`config.mk`:
```
export PLATFORM = sky130hd
export DESIGN_NAME = freq_sweep_acc
export DESIGN_NICKNAME = d
export VERILOG_FILES = /design/src/rtl/sweep_pkg.sv /design/src/rtl/sweep_shadow_regs.sv /design/src/rtl/sweep_rate_div.sv /design/src/rtl/sweep_freq_accum.sv /design/src/rtl/freq_sweep_acc.sv
export SDC_FILE = /design/constraint.sdc
export NUM_CORES = 1
export LEC_CHECK = 0
export ABC_CLOCK_PERIOD_IN_PS = 5400
export CAP_MARGIN = 40
export CORE_MARGIN = 5
export CORE_UTILIZATION = 35
export CTS_CLUSTER_DIAMETER = 80
export DETAILED_ROUTE_END_ITERATION = 12
export SLEW_MARGIN = 40
export SYNTH_ARGS = -nofsm -noshare
export SYNTH_HDL_FRONTEND = slang
export SYNTH_HIERARCHICAL = 1
export SYNTH_SLANG_ARGS = --single-unit
```
`constraint.sdc`:
```
create_clock -name clk -period 5.4 [get_ports clk]
set_clock_uncertainty 0.1 [all_clocks]
set_input_delay 1.62 -clock clk [delete_from_list [all_inputs] [get_ports clk]]
set_output_delay 1.62 -clock clk [all_outputs]
set_load 0.1 [all_outputs]
```
`src/rtl/sweep_pkg.sv`:
```
`timescale 1ns/1ps
package sweep_pkg;
  localparam int unsigned DEF_FTW_W  = 32;
  localparam int unsigned DEF_RATE_W = 16;
endpackage

```
`src/rtl/sweep_shadow_regs.sv`:
```
`timescale 1ns/1ps
module sweep_shadow_regs #(
  parameter int unsigned FTW_W  = sweep_pkg::DEF_FTW_W,
  parameter int unsigned RATE_W = sweep_pkg::DEF_RATE_W
) (
  input  logic              clk,
  input  logic              rst,
  input  logic              load,
  input  logic [FTW_W-1:0]  step_d,
  input  logic [RATE_W-1:0] rate_d,
  output logic [FTW_W-1:0]  step_q,
  output logic [RATE_W-1:0] rate_q
);
  always_ff @(posedge clk) begin
    if (rst) begin
      step_q <= '0;
      rate_q <= '0;
    end else if (load) begin
      step_q <= step_d;
      rate_q <= rate_d;
    end
  end

  // working settings move only on a strobe
  assert_hold_no_strobe_R3: assert property (@(posedge clk) disable iff (rst)
    !load |=> ($stable(step_q) && $stable(rate_q)));
  assert_capture_R3: assert property (@(posedge clk) disable iff (rst)
    load |=> (step_q == $past(step_d) && rate_q == $past(rate_d)));
endmodule

```
`src/rtl/sweep_rate_div.sv`:
```
`timescale 1ns/1ps
module sweep_rate_div #(
  parameter int unsigned RATE_W = sweep_pkg::DEF_RATE_W
) (
  input  logic              clk,
  input  logic              rst,
  input  logic              run,
  input  logic [RATE_W-1:0] interval,
  output logic              tick
);
  logic [RATE_W-1:0] cnt_q;

  assign tick = run && (cnt_q == '0);

  always_ff @(posedge clk) begin
    if (rst) begin
      cnt_q <= '0;
    end else if (!run || tick) begin
      cnt_q <= interval;
    end else begin
      cnt_q <= cnt_q - 1'b1;
    end
  end

  // after a tick the counter restarts from the working interval
  assert_reload_R4: assert property (@(posedge clk) disable iff (rst)
    tick |=> (cnt_q == $past(interval)));
  // while running and not ticking the counter only counts down
  assert_countdown_R4: assert property (@(posedge clk) disable iff (rst)
    (run && !tick) |=> (cnt_q == $past(cnt_q) - 1'b1));
endmodule

```
`src/rtl/sweep_freq_accum.sv`:
```
`timescale 1ns/1ps
module sweep_freq_accum #(
  parameter int unsigned FTW_W = sweep_pkg::DEF_FTW_W
) (
  input  logic             clk,
  input  logic             rst,
  input  logic             run,
  input  logic             step_now,
  input  logic [FTW_W-1:0] step,
  output logic [FTW_W-1:0] offset
);
  always_ff @(posedge clk) begin
    if (rst || !run) begin
      offset <= '0;
    end else if (step_now) begin
      offset <= offset + step;
    end
  end

  assert_clear_R8: assert property (@(posedge clk) disable iff (rst)
    !run |=> (offset == '0));
  assert_step_R7: assert property (@(posedge clk) disable iff (rst)
    (run && step_now) |=> (offset == $past(offset) + $past(step)));
  assert_hold_R4: assert property (@(posedge clk) disable iff (rst)
    (run && !step_now) |=> $stable(offset));
endmodule

```
`src/rtl/freq_sweep_acc.sv`:
```
`timescale 1ns/1ps
module freq_sweep_acc #(
  parameter int unsigned FTW_W  = sweep_pkg::DEF_FTW_W,
  parameter int unsigned RATE_W = sweep_pkg::DEF_RATE_W
) (
  input  logic              clk,
  input  logic              rst,
  input  logic              sweep_en,
  input  logic [FTW_W-1:0]  step_in,
  input  logic [RATE_W-1:0] interval_in,
  input  logic              upd_strobe,
  input  logic [FTW_W-1:0]  base_ftw,
  output logic [FTW_W-1:0]  ftw_out
);
  logic [FTW_W-1:0]  step_w;
  logic [RATE_W-1:0] rate_w;
  logic              step_tick;
  logic [FTW_W-1:0]  offset_w;

  sweep_shadow_regs #(.FTW_W(FTW_W), .RATE_W(RATE_W)) shadow_i (
    .clk(clk), .rst(rst), .load(upd_strobe),
    .step_d(step_in), .rate_d(interval_in),
    .step_q(step_w), .rate_q(rate_w)
  );

  sweep_rate_div #(.RATE_W(RATE_W)) div_i (
    .clk(clk), .rst(rst), .run(sweep_en),
    .interval(rate_w), .tick(step_tick)
  );

  sweep_freq_accum #(.FTW_W(FTW_W)) acc_i (
    .clk(clk), .rst(rst), .run(sweep_en),
    .step_now(step_tick), .step(step_w), .offset(offset_w)
  );

  always_ff @(posedge clk) begin
    if (rst) begin
      ftw_out <= '0;
    end else if (sweep_en) begin
      ftw_out <= base_ftw + offset_w;
    end else begin
      ftw_out <= base_ftw;
    end
  end

  assert_passthru_R2: assert property (@(posedge clk) disable iff (rst)
    !sweep_en |=> (ftw_out == $past(base_ftw)));
  assert_sum_R6: assert property (@(posedge clk) disable iff (rst)
    sweep_en |=> (ftw_out == $past(base_ftw) + $past(offset_w)));
  assert_reset_out_R1: assert property (@(posedge clk)
    rst |=> (ftw_out == '0));
endmodule

```
* After elaboration in Yosys (flattened, before gate mapping)
Cells that the tools add are included.
Word-level totals: bits in registers 128, bits of input ports 84
Operators by class: mux-type cells 2, $add $sub $neg 3, reduce and logical (&&, ||, !) cells 5
Operators with widths (count):
- adder 32 bit | 2
- 2-to-1 mux 32 bit | 1
- zero test 16 bit | 1
- 2-to-1 mux 16 bit | 1
- subtractor 16 x 1 -> 16 bit (second input constant) | 1
- logical OR 1 bit | 2
- logical AND 1 bit | 1
- zero test 1 bit | 1

* Logic depth before layout (Yosys ltp)
word-level depth 4, depth in mapped cells 12, depth with buffers taken out 12

* Hierarchy
The synthesis kept the hierarchy.
Modules (own cells, without submodules):
- freq_sweep_acc | cells an instance 332, sequential area each 640.6 µm², area each 2771.4 µm², instances 1
- sweep_freq_accum | cells an instance 337, sequential area each 640.6 µm², area each 2732.6 µm², instances 1
- sweep_shadow_regs | cells an instance 155, sequential area each 960.9 µm², area each 1729.2 µm², instances 1
- sweep_rate_div | cells an instance 102, sequential area each 320.3 µm², area each 982.2 µm², instances 1

* Worst setup path before layout
Ideal clock, no wire load.
path type input to register, start in base_ftw[0], end reg ftw_out[30], data arrival time 4219 ps, setup slack 947 ps, path buffers 0, data required time 5166 ps, stages on the path 11, path through ha_1 > fa_1 > a21o_1 > a221o_1 > a31o_1 > a31oi_4 > o21ai_2 > a31oi_4 > o21ai_2 > and3_1 > or4_1
On the way: word-level cells in the longest chain between the ends 2
RTL lines:
- start, declared | line freq_sweep_acc.sv:12 | input logic [FTW_W-1:0] base_ftw,
- adder 32 bit | line freq_sweep_acc.sv:40 | ftw_out <= base_ftw + offset_w;
- 2-to-1 mux 32 bit | line freq_sweep_acc.sv:39 | end else if (sweep_en) begin
- end signal, assigned | line freq_sweep_acc.sv:40
- end signal, assigned | line freq_sweep_acc.sv:42 | ftw_out <= base_ftw;
- end, declared | line freq_sweep_acc.sv:13 | output logic [FTW_W-1:0] ftw_out
Every way passes these cells. A chain may end at the register's enable or synchronous reset.

* Final worst setup path
Ends and elaborated chain as after synthesis.

==> summary.md <==
| Metric | Value |
|---|---|
| Run status | `completed` |
| Met3 WL | `1170 µm` |
| Number of port buffers | `115` |
| Die ar. | `26,600 µm²` |
| Final period util | `86.3%` |
| Most frequent cells in the layout | `128 x dfxtp_1, 124 x nor2_1, 89 x mux2i_1` |
| Largest net degree at the start of global routing | `61` |
| Gr usage total | `15.1%` |
| WP data required | `5.61 ns` |
| Register bit total from synthesis | `128` |
| Final Net Count | `1,170` |
| Clock Latency Late Sink | `0.43 ns` |
| Min-delay worst type | `flip-flop to flip-flop` |
| Tot Pwr | `2.67 mW` |
| Most used DFF post-synth | `dfxtp_1` |
| Post-CTS setup buffer count | `0` |
| Net count after synthesis | `1,075` |
| RSZ-0062 raised after global routing | `false` |
| First-pass GRT wire length | `32,900 µm` |
| ANT nets after route | `0` |
| # Max-Cap Violations | `0` |
| Cell area after placement | `9400 µm²` |
| Iteration count of the initial detailed-routing pass | `5` |
| Maximum VDD drop | `0.173 mV` |
| Post-CTS sizing | `0` |
| Commonest non-fill, non-tap cell in the layout | `dfxtp_1` |
| I/O pins | `116` |
| Routed wl met2 | `8700 µm` |
| Top cell type's share of synthesized area | `31.2%` |
| Worst path cell trace | `clkdlybuf4s50_1, ha_1, fa_1, a21o_1, a221o_1, a31o_1, a31oi_4, o21ai_2, a31oi_4, o21ai_2, and3_1, or4_1` |
| Top post-synthesis cells by area | `dfxtp_1 31%, mux2i_1 11%, ha_1 9.6%, nor2_1 5.7%, a21oi_1 4.6%` |
| Critical path type | `primary input to flip-flop` |
| Register area share after synthesis | `31.2%` |
| Chip height | `163 µm` |
| Reg area | `2560 µm²` |
| Fin crit period | `4.66 ns` |
| Syn Area/Cell | `8.87 µm²` |
| Post-synth EDFFs | `0` |
| Final instance area | `9990 µm²` |
| Distinct cells, synth | `77` |
| CTS tree | `done` |
| # DRC | `0` |
| Die Width | `163 µm` |
| DR vias/cell | `4.98` |
| Post-place setup slack | `0.285 ns` |
| Lkg Pwr | `4.49 nW` |
| Core box area | `23,300 µm²` |
| Hpwl dp | `15,000 µm` |
| Top routing layer in use | `met4` |
| Cells after synthesis | `926` |
| Detailed Route Iter0 Violations | `312` |
| Vias in the first global route | `6,588` |
| Max Fclk | `0.215 GHz` |
| Vias | `6,742` |
| Final setup viols | `0` |
| Initial antenna violation count | `0` |
| Initial Utilization | `35.3%` |
| Root buffer cell | `clkbuf_16` |
| Setup TNS | `0 ns` |
| Crit end category | `flip-flop` |
| Layout cell share with drive strength beyond 1 | `9.86%` |
| Rel. slew slack | `46.4%` |
| Max incr delay on CP | `0.49 ns` |
| Post-synthesis cell area | `8220 µm²` |
| Number of fill cells in the layout | `2,373` |
| Wire per inst | `14.7 µm` |
| GPL Wtd Cong | `0.889` |
| Layout area overhead | `21.6%` |
| Fin. max-slew vios | `0` |
| Startpoint types | `primary input` |
| Critical-path maximum fanout | `4` |
| Top cell type by total area after synthesis | `dfxtp_1` |
| Clk sink count | `128` |
| Final Worst Setup Slack | `0.742 ns` |
| Post-synth ARST share | `0%` |
| Met1 Wirelength | `9810 µm` |
| H-tree lvl count | `4` |
| YS warnings | `6` |
| Gr ovfl total | `0` |
| Cts hold-fix bufs | `0` |
| Area of the multi-input gates | `5370 µm²` |
| Max Buffers Root-to-Sink | `2` |
| Slew @ Worst Pin | `0.803 ns` |
| Final wirelength | `19,900 µm` |
| Worst endpoint data arrival time | `4.86 ns` |
| Slowest cell on the critical path | `or4_1` |
| Hold Violations, Final | `0` |
| Rows | `56` |
| Pwr Density | `268 nW/µm²` |
| Reg clk slew, reported paths | `0.07 ns` |
| Total CTS buffers | `17` |
==> cells by family (layout without fill, tap and decap cells) <==
kind of cell             Yosys count  in the layout  synth area share [%]
XOR/XNOR                          57             57                  6.08
other                              0              1                     0
buffers and inverters             59            167                  3.65
AO/OA/AOI/OAI                    237            237                  20.3
flip-flops                       128            128                  31.2
multiplexers                      90             90                  11.0
AND/OR/NAND/NOR                  290            290                  17.7
adder cells (fa/ha/maj)           65             65                  10.1
==> synth_stat cells, drive strengths merged, types with 2 or more instances <==
cell type,number
or3,6
o22ai,2
nor3b,4
nor3,14
nor4bb,2
xor2,15
and4,2
a21bo,2
o21bai,9
nor2,124
a2111oi,5
a221oi,2
a211oi,23
o31ai,3
o211a,2
mux2i,89
a311oi,4
nand2,39
and2,4
o21ai,31
inv,15
a21o,40
xnor2,42
nand2b,17
nand4,11
clkbuf,29
or4,4
nand4b,2
and3,10
a41o,2
o21a,6
o211ai,6
o31a,2
nand3,21
nand3b,4
ha,63
a21oi,76
or2,2
a31o,3
fa,2
a31oi,10
dfxtp,128
nor4,7
buf,15
nor2b,15
==> worst max-delay path: cells and delay by family <==
| kind | cells | cell delay [ns] |
|---|---|---|
| AOI/OAI and AO/OA | 7 | 1.53 |
| adders and majority gates | 2 | 0.64 |
| buffers and inverters | 1 | 0.42 |
| and+or+nand+nor | 2 | 0.66 |
==> final timing paths <==
| check | from | end | slack [ns] | cells past startpoint |
|---|---|---|---|---|
| hold reg to reg | acc_i/offset[24] | acc_i/offset[24] | 0.38 | 2 |
| hold / removal | acc_i/offset[24] | acc_i/offset[24] | 0.38 | 2 |
| setup / recovery | base_ftw[0] | ftw_out[30] | 0.74 | 12 |
| setup reg to reg | acc_i/offset[0] | ftw_out[30] | 2.04 | 11 |
==> registers in the layout, summed over array words and instances, names as in the netlist <==
signal           flops
div_i/cnt_q         16
ftw_out             32
shadow_i/rate_q     16
acc_i/offset        32
shadow_i/step_q     32
==> layer usage <==
| layer | vias to the layer above | global-route usage (%) |
|---|---|---|
| met3 | 16 | 3.96 |
| met1 | 3036 | 20.6 |
| met2 | 116 | 23.8 |
| li1 | 3574 | - |
| met5 | - | 0 |
| met4 | 0 | 3.96 |
==> power breakdown <==
group / switching, mW / internal, mW / leakage (nW)
clock: 0.521 / 0.621 / 0.287
sequential: 0.0355 / 0.995 / 1.05
combinational: 0.310 / 0.190 / 3.15
total: 0.867 / 1.81 / 4.49
==> through the flow <==
stage	std cells	hold slack (ns)	util, %
floorplan	926	0.347	-
global placement	1321	0.363	41.1
detailed placement	1321	0.378	40.4
finish	1354	0.382	42.9
CTS	1353	0.387	42.9
global route	1353	0.418	42.9
==> area by class of cell <==
class | count | area share [%]
Tap cell | 319 | 4.00
Clock inverter | 15 | 1.60
Inverter | 15 | 0.564
Multi-Input combinational cell | 739 | 53.7
Clock buffer | 17 | 4.26
Antenna cell | 1 | 0.0251
Sequential cell | 128 | 25.7
Timing Repair Buffer | 120 | 10.2
No activity file was read; power rests on OpenSTA's default activity.
